$ cat src/rtl/rnd_pkg.sv
// Package: shared encodings for the mantissa rounding stage.
// Assumes a two-bit mode field; every code value is defined.
package rnd_pkg;
    typedef enum logic [1:0] {
        RM_NEAREST = 2'b00,
        RM_ZERO    = 2'b01,
        RM_POS_INF = 2'b10,
        RM_NEG_INF = 2'b11
    } rmode_e;
endpackage

$ cat src/rtl/grs_decide.sv
// Module: grs_decide
// Decides, from guard/round/sticky, the shifted LSB, sign and mode, whether
// to add one ulp, and whether the value is inexact. Purely combinational.
module grs_decide (
    input  logic            guard_bit,
    input  logic            round_bit,
    input  logic            sticky_bit,
    input  logic            kept_lsb,
    input  logic            sign_bit,
    input  rnd_pkg::rmode_e mode,
    output logic            do_inc,
    output logic            inexact
);
    // Purpose: any discarded weight means the result is not exact.
    always_comb inexact = guard_bit | round_bit | sticky_bit;

    // Purpose: per-mode increment choice; ties go to the even neighbour.
    always_comb begin
        do_inc = 1'b0;
        unique case (mode)
            rnd_pkg::RM_NEAREST: do_inc = guard_bit & (round_bit | sticky_bit | kept_lsb);
            rnd_pkg::RM_ZERO:    do_inc = 1'b0;
            rnd_pkg::RM_POS_INF: do_inc = inexact & ~sign_bit;
            rnd_pkg::RM_NEG_INF: do_inc = inexact & sign_bit;
            default:             do_inc = guard_bit & (round_bit | sticky_bit | kept_lsb);
        endcase
    end
endmodule

$ cat src/rtl/mant_incr.sv
// Module: mant_incr
// Adds a single carry-in to a W-bit mantissa with a full-width carry chain.
// The carry out of the top bit is dropped; the result wraps modulo 2^W.
module mant_incr #(
    parameter int W = 32
) (
    input  logic [W-1:0] base,
    input  logic         cin,
    output logic [W-1:0] sum
);
    logic [W-1:0] carry;

    assign carry[0] = cin;

    // Purpose: one half-adder cell per bit, chained from LSB to MSB.
    for (genvar i = 0; i < W; i++) begin : g_bit
        assign sum[i] = base[i] ^ carry[i];
        if (i < W - 1) begin : g_chain
            assign carry[i+1] = base[i] & carry[i];
        end
    end
endmodule

$ cat src/rtl/grs_rounder.sv
// Module: grs_rounder (top)
// Rounding stage: drops guard/round, applies the mode's increment and
// registers the result and status flags for one cycle of latency.
// Assumes IN_W >= 3. A mantissa that carries to 2.0 is left for the consumer.
module grs_rounder #(
    parameter int IN_W = 34
) (
    input  logic              clk,
    input  logic              rst_n,
    input  logic              in_valid,
    input  logic [IN_W-1:0]   in_mant,
    input  logic              in_sticky,
    input  logic              in_sign,
    input  logic [1:0]        in_mode,
    output logic              out_valid,
    output logic [IN_W-3:0]   out_mant,
    output logic              out_round_up,
    output logic              out_inexact,
    output logic              out_frac_inexact
);
    localparam int OUT_W = IN_W - 2;

    logic [OUT_W-1:0] kept;
    logic [OUT_W-1:0] rounded;
    logic             inc;
    logic             inx;

    // Purpose: strip the guard and round positions before any increment.
    always_comb kept = in_mant[IN_W-1:2];

    grs_decide u_decide (
        .guard_bit  (in_mant[1]),
        .round_bit  (in_mant[0]),
        .sticky_bit (in_sticky),
        .kept_lsb   (kept[0]),
        .sign_bit   (in_sign),
        .mode       (rnd_pkg::rmode_e'(in_mode)),
        .do_inc     (inc),
        .inexact    (inx)
    );

    mant_incr #(.W(OUT_W)) u_incr (
        .base (kept),
        .cin  (inc),
        .sum  (rounded)
    );

    // Purpose: output register; captures only accepted operands.
    always_ff @(posedge clk) begin
        if (!rst_n) begin
            out_valid        <= 1'b0;
            out_mant         <= '0;
            out_round_up     <= 1'b0;
            out_inexact      <= 1'b0;
            out_frac_inexact <= 1'b0;
        end else begin
            out_valid <= in_valid;
            if (in_valid) begin
                out_mant         <= rounded;
                out_round_up     <= inc;
                out_inexact      <= inx;
                out_frac_inexact <= inx;
            end
        end
    end
endmodule

$ cat config.mk
export PLATFORM = sky130hd
export DESIGN_NAME = grs_rounder
export DESIGN_NICKNAME = d
export VERILOG_FILES = /design/src/rtl/rnd_pkg.sv /design/src/rtl/grs_decide.sv /design/src/rtl/mant_incr.sv /design/src/rtl/grs_rounder.sv
export SDC_FILE = /design/constraint.sdc
export NUM_CORES = 1
export LEC_CHECK = 0
export CAP_MARGIN = 25
export CORE_UTILIZATION = 38
export DETAILED_ROUTE_END_ITERATION = 12
export GPL_TIMING_DRIVEN = 0
export PLACE_DENSITY = 0.83
export SLEW_MARGIN = 20
export SYNTH_ARGS = -nofsm -noshare
export SYNTH_HDL_FRONTEND = slang
export SYNTH_HIERARCHICAL = 1
export SYNTH_SLANG_ARGS = --single-unit
$ cat constraint.sdc
create_clock -name clk -period 7.2 [get_ports clk]
set_input_delay 1.08 -clock clk [delete_from_list [all_inputs] [get_ports clk]]
set_output_delay 1.08 -clock clk [all_outputs]
set_load 0.02 [all_outputs]
* Yosys cells after proc, flatten, opt, wreduce, memory -nomap -nowiden
Cells that the tools add are included.
** Word-level totals
- Word-level logic and storage cells :: 80
- Output and inout bits :: 36
- Bits in registers :: 35
- Input port bits :: 41
** Cells by class
- Mux-type cells :: 1
- Bitwise operators :: 71
- Equality and inequality tests :: 3
- Reductions and logical operators :: 1
** Operator list (count)
- 1-bit bitwise AND :: 34
- 1-bit XOR :: 32
- 2-bit == test, second input constant :: 2
- 1-bit bitwise OR :: 4
- 1-bit one-hot mux with 4 select lines :: 1
- 2-bit by 1-bit == test with 1-bit output, second input constant :: 1
- 2-bit logical NOT :: 1
- 1-bit NOT :: 1

* Logic depth before layout (Yosys ltp)
Gate-level depths: netlist (run 1).
- Depth after elaboration :: 36
- Gate-level depth with buffers :: 37
- Depth with buffers taken out :: 37

* Hierarchy
Netlist (run 1), hierarchy kept.
** By module, submodules not included
- grs_rounder :: instances 1, seq. area each 700.7 um2, area each 1350.0 um2, cells an instance 112
- mant_incr :: instances 1, seq. area each 0.0 um2, area each 396.6 um2, cells an instance 32
- grs_decide :: instances 1, seq. area each 0.0 um2, area each 40.0 um2, cells an instance 7

* Worst setup path after synthesis (run 1)
OpenSTA, ideal clock, no wires.
- Kind :: input to register
- From :: in in_sticky
- To :: reg out_mant[31]
- Data required time :: 7.084 ns
- Cell stages on the path :: 37
- Data arrival time :: 7.152 ns
- Slack :: -0.068 ns
- Buffers on the path :: 0
- Library setup time :: 0.116 ns
- Cells stage by stage :: or2_1 a21oi_1 nor3_1 ha_1 ha_1 ha_1 ha_1 ha_1 ha_1 ha_1 ha_1 ha_1 ha_1 ha_1 ha_1 ha_1 ha_1 ha_1 ha_1 ha_1 ha_1 ha_1 ha_1 ha_1 ha_1 ha_1 ha_1 ha_1 ha_1 ha_1 ha_1 ha_1 ha_1 ha_1 xor2_1 mux2i_1 nor2b_1
** Between the ends
- Cells in the longest elaborated chain, start to end :: 36
- Elaborated cells between the ends (all ways) :: 39
- Those cells by class :: mux: 1; bitwise: 38
** RTL lines
- from (decl) :: RTL line grs_rounder.sv:12 : input logic in_sticky,
- 1-bit bitwise OR (2 in series) :: RTL line grs_decide.sv:21 : rnd_pkg::RM_NEAREST: do_inc = guard_bit & (round_bit | sticky_bit | kept_lsb);
- 1-bit bitwise AND :: RTL line grs_decide.sv:21
- 1-bit one-hot mux with 4 select lines * :: RTL line grs_decide.sv:20 : unique case (mode)
- via inc :: RTL line grs_rounder.sv:25 : logic inc;
- 1-bit bitwise AND * (31 in series) :: RTL line mant_incr.sv:19 : assign carry[i+1] = base[i] & carry[i];
- 1-bit XOR * :: RTL line mant_incr.sv:17 : assign sum[i] = base[i] ^ carry[i];
- via rounded[31] :: RTL line grs_rounder.sv:24 : logic [OUT_W-1:0] rounded;
- to (signal assigned) :: RTL line grs_rounder.sv:59 : out_mant <= rounded;
- to (decl) :: RTL line grs_rounder.sv:16 : output logic [IN_W-3:0] out_mant,
Mark *: on every way through the listed nets, which the timed path passes. The rest lies on a longest branch.
A chain may end at the register's enable or synchronous reset.

* Worst setup path after layout (run 1)
- From :: in in_sign
- To :: reg out_mant[31]
** Between the ends
- Cells in the longest elaborated chain, start to end :: 35
- Elaborated cells between the ends (all ways) :: 36
- Those cells by class :: mux: 1; bitwise: 35
** RTL lines
- from (decl) :: RTL line grs_rounder.sv:13 : input logic in_sign,
- 1-bit NOT :: RTL line grs_decide.sv:23 : rnd_pkg::RM_POS_INF: do_inc = inexact & ~sign_bit;
- 1-bit bitwise AND :: RTL line grs_decide.sv:23
- 1-bit one-hot mux with 4 select lines * :: RTL line grs_decide.sv:20
- via inc :: RTL line grs_rounder.sv:25
- 1-bit bitwise AND * (31 in series) :: RTL line mant_incr.sv:19
- 1-bit XOR * :: RTL line mant_incr.sv:17
- via rounded[31] :: RTL line grs_rounder.sv:24
Marked as above.

==> impl_metrics.tcl, run 1 <==
set metrics [dict create \
    place_congestion 0.745 \
    mappedNetlistArea_um2 1790 \
    n_fill_cell 363 \
    path_clk_slew_ns 0.07 \
    synth_largest_area_cell "sky130_fd_sc_hd__dfxtp_1" \
    ioPinCount 77 \
    grt_first_pass_wirelength_mm 6.31 \
    routed-via-count 1326 \
    cts_buffers 5 \
    mostFrequentLayoutCells "sky130_fd_sc_hd__clkdlybuf4s50_1, sky130_fd_sc_hd__dfxtp_1, sky130_fd_sc_hd__mux2i_1, sky130_fd_sc_hd__nor2b_1, sky130_fd_sc_hd__ha_2" \
    sink_count 35 \
    synth_seq_cells 35 \
    netlist_top_cells_area "sky130_fd_sc_hd__dfxtp_1, sky130_fd_sc_hd__ha_1, sky130_fd_sc_hd__mux2i_1" \
    timing.critical_path.from_type "primary input" \
    final_layout_size_suffix_gt1_share_pct 20.5 \
    synth.distinct_cells 16 \
    initial_core_util_pct 40.2 \
    pwr-share-comb_pct 24.3 \
    mappedNetlistNets 223 \
    fin_skew_ns 0 \
    area_growth_syn_to_layout_pct 64.6 \
    die-area_um2 4980 \
    floorplan.core_area_um2 4440 \
    rows 24 \
    peakVddDrop_v 0.000129 \
    p_int_w 0.000338 \
    cts.root.buffer_cell "sky130_fd_sc_hd__clkbuf_8" \
    total_power_w 0.000458 \
    seq_power_share_pct 46.3 \
    synthesis.yosys.warnings 6 \
    synthCells 151 \
    pwr_density_cell_nw_per_um2 156 \
    ant_nets 0 \
    min_tclk_post_route_ns 7.03 \
    failed_checks "design-rule violations" \
    fin_nets 305 \
    cp.required_ns 7.38 \
    grt_overflow 0 \
    placement.cell_area_um2 2620 \
    grt_start_max_net_pins 11 \
    terminus_of_the_critical_flop_to_flop_path "out_mant[1]$_SDFFE_PN0P_" \
    cts_hold_repair.buffers 0 \
    synth_sequential_area_ratio_pct 39.2 \
    clockPowerShare_pct 29.4 \
    setup-violations-final 0 \
    dr.first_iter.drc_count 64 \
    drc_errors 8 \
    run_status "finished with violations" \
    number_of_hold_violations_in_the_final_report 0 \
    max_freq_ghz 0.142 \
    fin_tns_setup_ns 0 \
    final_area_um2 2940 \
    cts-root-to-sink-buffers 2 \
    buffer_ports.inserted 75 \
    worstMarginPinSlew_ns 0.368 \
    synthesis.area_per_instance_um2 11.8 \
    die_w_um 70.6 \
    r2r_startpoint "out_mant[1]$_SDFFE_PN0P_" \
    die_height_um 70.6 \
    maxCapViolations 0 \
    timing_max_transition_violations_final 0 \
    cpMostUsedCell "sky130_fd_sc_hd__ha_2" \
    setup.worst_path.end_class "register" \
    crit_fanout 2 \
    power_leakage_nw 1.20 \
    final_common_cell "sky130_fd_sc_hd__clkdlybuf4s50_1" \
    path_class "in2reg" \
    first_global_vias 1385 \
    final_core_utilization_pct 66.2 \
    critical_path_at_ns 7.20 \
    worst_r2r_path_depth 2 \
    timing.max_slew.rel_slack_pct 75.5 \
    drt_pre_antenna_iters 8 \
    vias_per_inst 4.64 \
    cts.htree.levels 2 \
    post-synth-top-area-fraction_pct 39.2 \
    setup.reg_to_reg.worst_slack_ns 6.58 \
    number_of_antenna_violations_at_the_first_check_in_global_routing 0 \
    crit_path_max_incr_delay_ns 0.48 \
    critPathLaunch "in_sign" \
    cp_slowest_cell "sky130_fd_sc_hd__clkdlybuf4s50_1" \
    worstSetupEndpoint "out_mant[31]$_SDFFE_PN0P_" \
    wl_per_cell_um 13.3 \
    holdCritPathClass "reg2reg" \
    antenna_cells_inserted 0 \
    postRouteWirelength_mm 3.82 \
    netSwitchingPower_w 0.000119 \
    sw_frac_of_total_pct 26.1 \
    tritoncts "done" \
    finalCritPeriodShare_pct 97.6 \
    hold_slack_ns 0.514 \
    detailedPlacementHpwl_mm 2.68 \
    clock_insertion_delay_worst_skew_ns 0.28 \
    global_route.usage.total_pct 16.4 \
]
worst min-delay path by stage:
stage	from	endpoint	slack (ns)	depth (start not counted)
after floorplan	out_mant[0]$_SDFFE_PN0P_	out_mant[0]$_SDFFE_PN0P_	0.59	2
after global placement	out_mant[20]$_SDFFE_PN0P_	out_mant[20]$_SDFFE_PN0P_	0.50	2
after detailed placement	out_mant[6]$_SDFFE_PN0P_	out_mant[6]$_SDFFE_PN0P_	0.51	2
after CTS	out_mant[27]$_SDFFE_PN0P_	out_mant[27]$_SDFFE_PN0P_	0.52	2
after global routing	out_mant[20]$_SDFFE_PN0P_	out_mant[20]$_SDFFE_PN0P_	0.54	2
final	out_mant[17]$_SDFFE_PN0P_	out_mant[17]$_SDFFE_PN0P_	0.51	2
area by class of cell:
type | count | area [µm²] | share of cell area [%]
Multi-Input combinational cell | 108 | 1250 | 42.4
Timing Repair Buffer | 75 | 758 | 25.8
Sequential cell | 35 | 701 | 23.8
Buffer | 8 | 90.1 | 3.06
Clock buffer | 7 | 76.3 | 2.59
Tap cell | 52 | 65.1 | 2.21
Clock inverter | 1 | 5.00 | 0.170
through the flow:
stage / setup WS (ns) / cells
finish: 0.172 / 286
global route: -0.000985 / 286
CTS: 0.000370 / 286
detailed placement: -0.849 / 278
global placement: -0.786 / 278
floorplan: 0.0109 / 151
worst max-delay path, delay by kind of cell:
| kind | cells | cell delay (ns) |
|---|---|---|
| multiplexers | 1 | 0.13 |
| AND/OR/NAND/NOR | 3 | 0.20 |
| XOR/XNOR | 2 | 0.33 |
| adder cells (fa/ha/maj) | 31 | 4.97 |
| buffers and inverters | 1 | 0.48 |
cell families after synthesis:
logic type,after synthesis,share of synthesized area [%]
and+or+nand+nor,40,13.7
DFF,35,39.2
muxes,34,19.0
adders and majority gates,31,21.7
buffers and inverters,8,5.04
xor gates and xnor gates,2,0.981
AOI/OAI and AO/OA,1,0.280
Yosys cell counts:
cell                       count
sky130_fd_sc_hd__nor3_1        2
sky130_fd_sc_hd__and2_1        1
sky130_fd_sc_hd__ha_1         31
sky130_fd_sc_hd__mux2i_1      34
sky130_fd_sc_hd__dfxtp_1      35
sky130_fd_sc_hd__xor2_1        1
sky130_fd_sc_hd__clkbuf_1      3
sky130_fd_sc_hd__or3_1         1
sky130_fd_sc_hd__buf_6         1
sky130_fd_sc_hd__buf_4         1
sky130_fd_sc_hd__buf_12        3
sky130_fd_sc_hd__nor2b_1      34
sky130_fd_sc_hd__nand2_1       1
sky130_fd_sc_hd__a21oi_1       1
sky130_fd_sc_hd__xnor2_1       1
sky130_fd_sc_hd__or2_1         1
repair_timing:
item	CTS	global route
gates resized for setup	35	13
setup buffers	0	0
pin swaps	5	5
endpoints found under the setup margin	5	2
power groups by stage:
stage | clock, W | sequential (W) | combinational (W)
after floorplan | 0 | 0.000231 | 0.0000365
after global placement | 0 | 0.000216 | 0.000105
after detailed placement | 0 | 0.000216 | 0.000106
after CTS | 0.000140 | 0.000212 | 0.000110
after global routing | 0.000151 | 0.000213 | 0.000120
final | 0.000135 | 0.000212 | 0.000111
routing by layer:
layer	GRT usage, %	share of wire (%)	up-vias
li1	-	-	681
met1	19.9	44	597
met2	27.1	49	44
met3	6.13	6.5	4
met4	5.33	1.3	0
met5	0	0	-
sequential cells by signal (all words and copies together), names as in the netlist:
register,count
out_inexact,1
out_mant,32
out_round_up,1
out_valid,1
No activity file was read; power rests on OpenSTA's default activity.
==> inputs of run 2 (changes only) <==
--- a/config.mk
+++ b/config.mk
@@ -6,6 +6,7 @@
 export NUM_CORES = 1
 export LEC_CHECK = 0
 export CAP_MARGIN = 25
+export CORE_MARGIN = 8
 export CORE_UTILIZATION = 38
 export DETAILED_ROUTE_END_ITERATION = 12
 export GPL_TIMING_DRIVEN = 0
==> run 2 against run 1 <==
Worst setup slack improved by 0.0019 ns. Highest routed layer unchanged. Fmax about the same. Largest power group unchanged. Sequential share of layout area decreased by 0.93 points. The run now ends clean. Routed wire length increased by 17%.
==> impl_metrics.tcl, run 2 (same netlist as run 1, synthesis figures left out) <==
set metrics [dict create \
    worstMarginPinSlew_ns 0.370 \
    number_of_antenna_violations_at_the_first_check_in_global_routing 0 \
    die_height_um 84.6 \
    tritoncts "done" \
    drc_errors 0 \
    detailedPlacementHpwl_mm 3.31 \
    largest_register_ff_count 32 \
    cp_slowest_cell "sky130_fd_sc_hd__clkdlybuf4s50_1" \
    cts_buffers 5 \
    global_route.usage.total_pct 12.4 \
    dr.first_iter.drc_count 23 \
    instances_no_fill 290 \
    fin_nets 307 \
    setup.worst_path.end_class "register" \
    clockPowerShare_pct 31.9 \
    sw_frac_of_total_pct 25.3 \
    critical_path_at_ns 7.20 \
    dp.cells 280 \
    setup-violations-final 0 \
    mostFrequentLayoutCells "sky130_fd_sc_hd__clkdlybuf4s50_1, sky130_fd_sc_hd__dfxtp_1, sky130_fd_sc_hd__mux2i_1, sky130_fd_sc_hd__nor2b_1, sky130_fd_sc_hd__ha_4" \
    dpl_worst_slack_ns -0.808 \
    ioPinCount 77 \
    grt_overflow 0 \
    area_growth_syn_to_layout_pct 71.4 \
    final_common_cell "sky130_fd_sc_hd__clkdlybuf4s50_1" \
    seq_power_share_pct 43.9 \
    cpMostUsedCell "sky130_fd_sc_hd__ha_4" \
    die-area_um2 7150 \
    timing.max_slew.rel_slack_pct 75.4 \
    min_tclk_post_route_ns 7.03 \
    fin_skew_ns 0 \
    n_fill_cell 377 \
    clock_insertion_delay_worst_skew_ns 0.28 \
    placement.cell_area_um2 2620 \
    vias_per_inst 4.69 \
    cts.htree.levels 2 \
    path_delay_family "adder cells" \
    die_w_um 84.6 \
    initial_core_util_pct 38.6 \
    postRouteWirelength_mm 4.47 \
    netSwitchingPower_w 0.000122 \
    cts_hold_repair.buffers 0 \
    place_congestion 0.702 \
    rows 25 \
    holdCritPathClass "reg2reg" \
    finalCritPeriodShare_pct 97.6 \
    routed-via-count 1359 \
    maxCapViolations 0 \
    grt_first_pass_wirelength_mm 7.08 \
    floorplan.core_area_um2 4630 \
    buffer_ports.inserted 75 \
    final_area_um2 3060 \
    max_freq_ghz 0.142 \
    postLayoutSetupSlackWorst_ns 0.174 \
    power_leakage_nw 1.21 \
    hold_slack_ns 0.516 \
    pwr-share-comb_pct 24.2 \
    cp.buffers_inverters 1 \
    cts-root-to-sink-buffers 2 \
    cts.root.buffer_cell "sky130_fd_sc_hd__clkbuf_8" \
    timing_max_transition_violations_final 0 \
    fin_tns_setup_ns 0 \
    path_clk_slew_ns 0.07 \
    regMostFlops "out_mant" \
    number_of_hold_violations_in_the_final_report 0 \
    wl_per_cell_um 15.4 \
    pwr_density_cell_nw_per_um2 158 \
    ant_nets 0 \
    final_layout_size_suffix_gt1_share_pct 20.8 \
    path_class "in2reg" \
    crit_path_max_incr_delay_ns 0.41 \
    crit_fanout 2 \
    timing.critical_path.from_type "primary input" \
    drt_pre_antenna_iters 4 \
    first_global_vias 1487 \
    cp.required_ns 7.38 \
    p_int_w 0.000360 \
    sink_count 35 \
    run_status "finished, final reports clean" \
    grt_start_max_net_pins 11 \
    antenna_cells_inserted 0 \
    peakVddDrop_v 0.0000903 \
]
-- run 2: cell count changes in the layout (fill, tap and decap cells not counted), sizes merged --
cell / change
buf: +2
dlymetal6s2s: -2
clkbuf: +1
clkdlybuf4s50: +1
clkinv: -1
dlygate4sd2: +1
-- run 2: per-layer routing --
metal	up-vias	wire length (µm)	global-route usage (%)
met1	634	1770	12.1
met3	2	383	5.95
met2	42	2280	22.3
met4	0	40	4.85
met5	-	0	0
li1	681	-	-
-- run 2: worst paths after layout --
check | startpoint | to | slack (ns) | cells past startpoint
worst min-delay path | out_mant[16]$_SDFFE_PN0P_ | out_mant[16]$_SDFFE_PN0P_ | 0.52 | 2
worst max-delay path | in_mant[0] | out_mant[31]$_SDFFE_PN0P_ | 0.17 | 38
worst min register to register | out_mant[16]$_SDFFE_PN0P_ | out_mant[16]$_SDFFE_PN0P_ | 0.52 | 2
worst max register to register | out_mant[3]$_SDFFE_PN0P_ | out_mant[3]$_SDFFE_PN0P_ | 6.56 | 2
-- run 2: power by group through the flow --
stage | Combinational (W) | Sequential, W | Clock [W]
2_1_floorplan | 0.0000365 | 0.000231 | 0
3_3_place_gp | 0.000106 | 0.000216 | 0
3_5_place_dp | 0.000107 | 0.000216 | 0
4_1_cts | 0.000113 | 0.000212 | 0.000162
5_1_grt | 0.000126 | 0.000213 | 0.000171
6_report | 0.000117 | 0.000212 | 0.000154
-- run 2: metrics by stage --
stage	utilization (%)	total power, W
global route	66.1	0.000510
CTS	62.4	0.000486
finish	66.1	0.000482
detailed placement	56.6	0.000323
global placement	56.6	0.000321
floorplan	-	0.000267
-- run 2: worst register-to-register path: stages, from the launching register on --
cell                      delay (ns)
sky130_fd_sc_hd__dfxtp_1        0.32
sky130_fd_sc_hd__mux2i_1        0.15
sky130_fd_sc_hd__nor2b_1        0.06
-- run 2: what timing repair did --
item | in CTS | in global routing
setup buffers | 2 | 0
hold endpoints to repair | 0 | 0
gates resized for setup | 36 | 19
pin swaps | 7 | 4
endpoints found under the setup margin | 4 | 3
-- run 2: area by class of cell --
type / count / area, µm² / area share (%)
plain buffers: 8 / 90.1 / 2.94
clock buffers: 8 / 100 / 3.27
repair buffers: 77 / 767 / 25.1
well taps: 54 / 67.6 / 2.21
flip-flops and latches: 35 / 701 / 22.9
multi-input cells: 108 / 1340 / 43.6
==> inputs of run 3 (changes only) <==
--- a/config.mk
+++ b/config.mk
@@ -5,12 +5,11 @@
 export SDC_FILE = /design/constraint.sdc
 export NUM_CORES = 1
 export LEC_CHECK = 0
-export CAP_MARGIN = 25
 export CORE_MARGIN = 8
-export CORE_UTILIZATION = 38
+export CORE_UTILIZATION = 45
 export DETAILED_ROUTE_END_ITERATION = 12
 export GPL_TIMING_DRIVEN = 0
-export PLACE_DENSITY = 0.83
+export PLACE_DENSITY = 0.92
 export SLEW_MARGIN = 20
 export SYNTH_ARGS = -nofsm -noshare
 export SYNTH_HDL_FRONTEND = slang
==> constraint.sdc (replaced) <==
create_clock -name clk -period 8.3 [get_ports clk]
set_input_delay 1.245 -clock clk [delete_from_list [all_inputs] [get_ports clk]]
set_output_delay 1.245 -clock clk [all_outputs]
set_load 0.02 [all_outputs]
==> run 3 against run 2 <==
Global-route usage is 1.0 points higher. Clock-buffer cell count is 2 lower. Clock skew stayed put. Combinational power is 21% lower. Highest routed layer unchanged.
==> impl_metrics.tcl, run 3 (same netlist as run 1, synthesis figures left out) <==
set metrics [dict create \
    run_status "finished, final reports clean" \
    rows 23 \
    final_common_cell "sky130_fd_sc_hd__clkdlybuf4s50_1" \
    setup-violations-final 0 \
    cp_slowest_cell "sky130_fd_sc_hd__clkdlybuf4s50_1" \
    mostFrequentLayoutCells "sky130_fd_sc_hd__clkdlybuf4s50_1, sky130_fd_sc_hd__dfxtp_1, sky130_fd_sc_hd__mux2i_1, sky130_fd_sc_hd__nor2b_1, sky130_fd_sc_hd__ha_1" \
    cts.root.buffer_cell "sky130_fd_sc_hd__clkbuf_8" \
    number_of_antenna_violations_at_the_first_check_in_global_routing 0 \
    fin_nets 305 \
    drc_errors 0 \
    floorplan.core_area_um2 3910 \
    postLayoutSetupSlackWorst_ns 0.344 \
    cts.htree.levels 2 \
    wl_per_cell_um 14.7 \
    setup.worst_path.end_class "register" \
    clockPowerShare_pct 28.7 \
    detailedPlacementHpwl_mm 3.37 \
    antenna_cells_inserted 0 \
    grt_overflow 0 \
    cts-root-to-sink-buffers 2 \
    post_cts_setup_repair_buffer_count 0 \
    rsz0062_at_grt "false" \
    sw_frac_of_total_pct 25.5 \
    crit_fanout 2 \
    cp.required_ns 8.47 \
    holdCritPathClass "reg2reg" \
    cpMostUsedCell "sky130_fd_sc_hd__ha_1" \
    worstMarginPinSlew_ns 0.345 \
    max_freq_ghz 0.126 \
    critical_path_at_ns 8.13 \
    routed-via-count 1325 \
    area_growth_syn_to_layout_pct 49.9 \
    finalCritPeriodShare_pct 95.9 \
    global_route.usage.total_pct 13.5 \
    drt_pre_antenna_iters 4 \
    vias_per_inst 4.70 \
    tritoncts "done" \
    place_congestion 0.718 \
    min_tclk_post_route_ns 7.96 \
    buffer_ports.inserted 75 \
    timing.critical_path.from_type "primary input" \
    timing.max_slew.rel_slack_pct 77.0 \
    path_class "in2reg" \
    die-area_um2 6240 \
    n_fill_cell 315 \
    ioPinCount 77 \
    ant_nets 0 \
    cts_buffers 5 \
    crit_path_max_incr_delay_ns 0.41 \
    netSwitchingPower_w 0.0000988 \
    initial_core_util_pct 45.7 \
    final_layout_size_suffix_gt1_share_pct 4.74 \
    maxCapViolations 0 \
    sink_count 35 \
    postRouteWirelength_mm 4.16 \
    clock_insertion_delay_worst_skew_ns 0.28 \
    regMostFlops "out_mant" \
    pwr_density_cell_nw_per_um2 145 \
    die_w_um 79.0 \
    fin_tns_setup_ns 0 \
    timing_max_transition_violations_final 0 \
    grt_start_max_net_pins 11 \
    grt_first_pass_wirelength_mm 6.73 \
    pwr-share-comb_pct 23.8 \
    dr.first_iter.drc_count 15 \
    die_height_um 79.0 \
    dpl_worst_slack_ns -0.00152 \
    power_leakage_nw 1.21 \
    first_global_vias 1423 \
    p_int_w 0.000288 \
    number_of_hold_violations_in_the_final_report 0 \
    seq_power_share_pct 47.5 \
    fin_skew_ns 0 \
    peakVddDrop_v 0.000102 \
    largest_register_ff_count 32 \
    path_clk_slew_ns 0.07 \
]
==> run 3: changes by cell type in the layout (fill, tap and decap cells not counted), moves of 2 or more <==
| cell | before | now |
|---|---|---|
| sky130_fd_sc_hd__ha_1 | 0 | 31 |
| sky130_fd_sc_hd__ha_4 | 24 | 0 |
| sky130_fd_sc_hd__ha_2 | 7 | 0 |
| sky130_fd_sc_hd__clkdlybuf4s50_1 | 73 | 75 |
| sky130_fd_sc_hd__buf_4 | 3 | 1 |
| sky130_fd_sc_hd__clkbuf_8 | 7 | 5 |
==> run 3: layout make-up <==
| cell class | count | area, µm² | share of cell area (%) |
|---|---|---|---|
| plain buffers | 8 | 90.1 | 3.36 |
| clock buffers | 6 | 72.6 | 2.71 |
| multi-input cells | 108 | 1000 | 37.4 |
| flip-flops and latches | 35 | 701 | 26.2 |
| well taps | 50 | 62.6 | 2.34 |
| repair buffers | 75 | 751 | 28.0 |
==> run 3: worst paths after layout <==
path,startpoint,to,slack (ns),depth (start not counted)
setup reg to reg,out_mant[28]$_SDFFE_PN0P_,out_mant[28]$_SDFFE_PN0P_,7.67,2
hold reg to reg,out_mant[17]$_SDFFE_PN0P_,out_mant[17]$_SDFFE_PN0P_,0.52,2
setup / recovery,in_sticky,out_mant[31]$_SDFFE_PN0P_,0.34,38
hold / removal,out_mant[17]$_SDFFE_PN0P_,out_mant[17]$_SDFFE_PN0P_,0.52,2
==> run 3: per-layer routing <==
| layer | vias up | part of all wire (%) | global-route usage, % | wire length, µm |
|---|---|---|---|---|
| met5 | - | 0 | 0 | 0 |
| met1 | 596 | 39 | 13.4 | 1630 |
| li1 | 680 | - | - | - |
| met4 | 0 | 1.3 | 5.56 | 55 |
| met2 | 45 | 50 | 23.6 | 2090 |
| met3 | 4 | 9.0 | 6.32 | 374 |
==> run 3: power by group through the flow <==
stage,Combinational [W],Clock [W],Sequential (W)
after CTS,0.0000935,0.000114,0.000184
after global routing,0.0000994,0.000120,0.000185
after detailed placement,0.0000932,0,0.000188
after global placement,0.0000911,0,0.000187
after floorplan,0.0000315,0,0.000200
final,0.0000920,0.000111,0.000184
==> run 3: repair_timing <==
| item | CTS | global route |
|---|---|---|
| hold buffers | 0 | 0 |
| resized for setup | 0 | 1 |
| endpoints found under the setup margin | 0 | 1 |
==> run 3: through the flow <==
stage               cell area, µm²  cells  power, W  hold slack, ns  utilization [%]
floorplan                     1790    151  0.000232           0.589                -
global placement              2600    276  0.000278           0.495             66.4
detailed placement            2600    276  0.000281           0.505             66.4
CTS                           2670    282  0.000392           0.524             68.3
global route                  2680    282  0.000405           0.540             68.4
finish                        2680    282  0.000387           0.517             68.4
==> run 3: worst max-delay path: cells and delay by family <==
| family | cells | cell delay (ns) |
|---|---|---|
| buffers and inverters | 1 | 0.41 |
| and+or+nand+nor | 3 | 0.40 |
| adders and majority gates | 31 | 5.65 |
| xor gates and xnor gates | 1 | 0.17 |
| muxes | 1 | 0.14 |
| AOI/OAI and AO/OA | 1 | 0.13 |
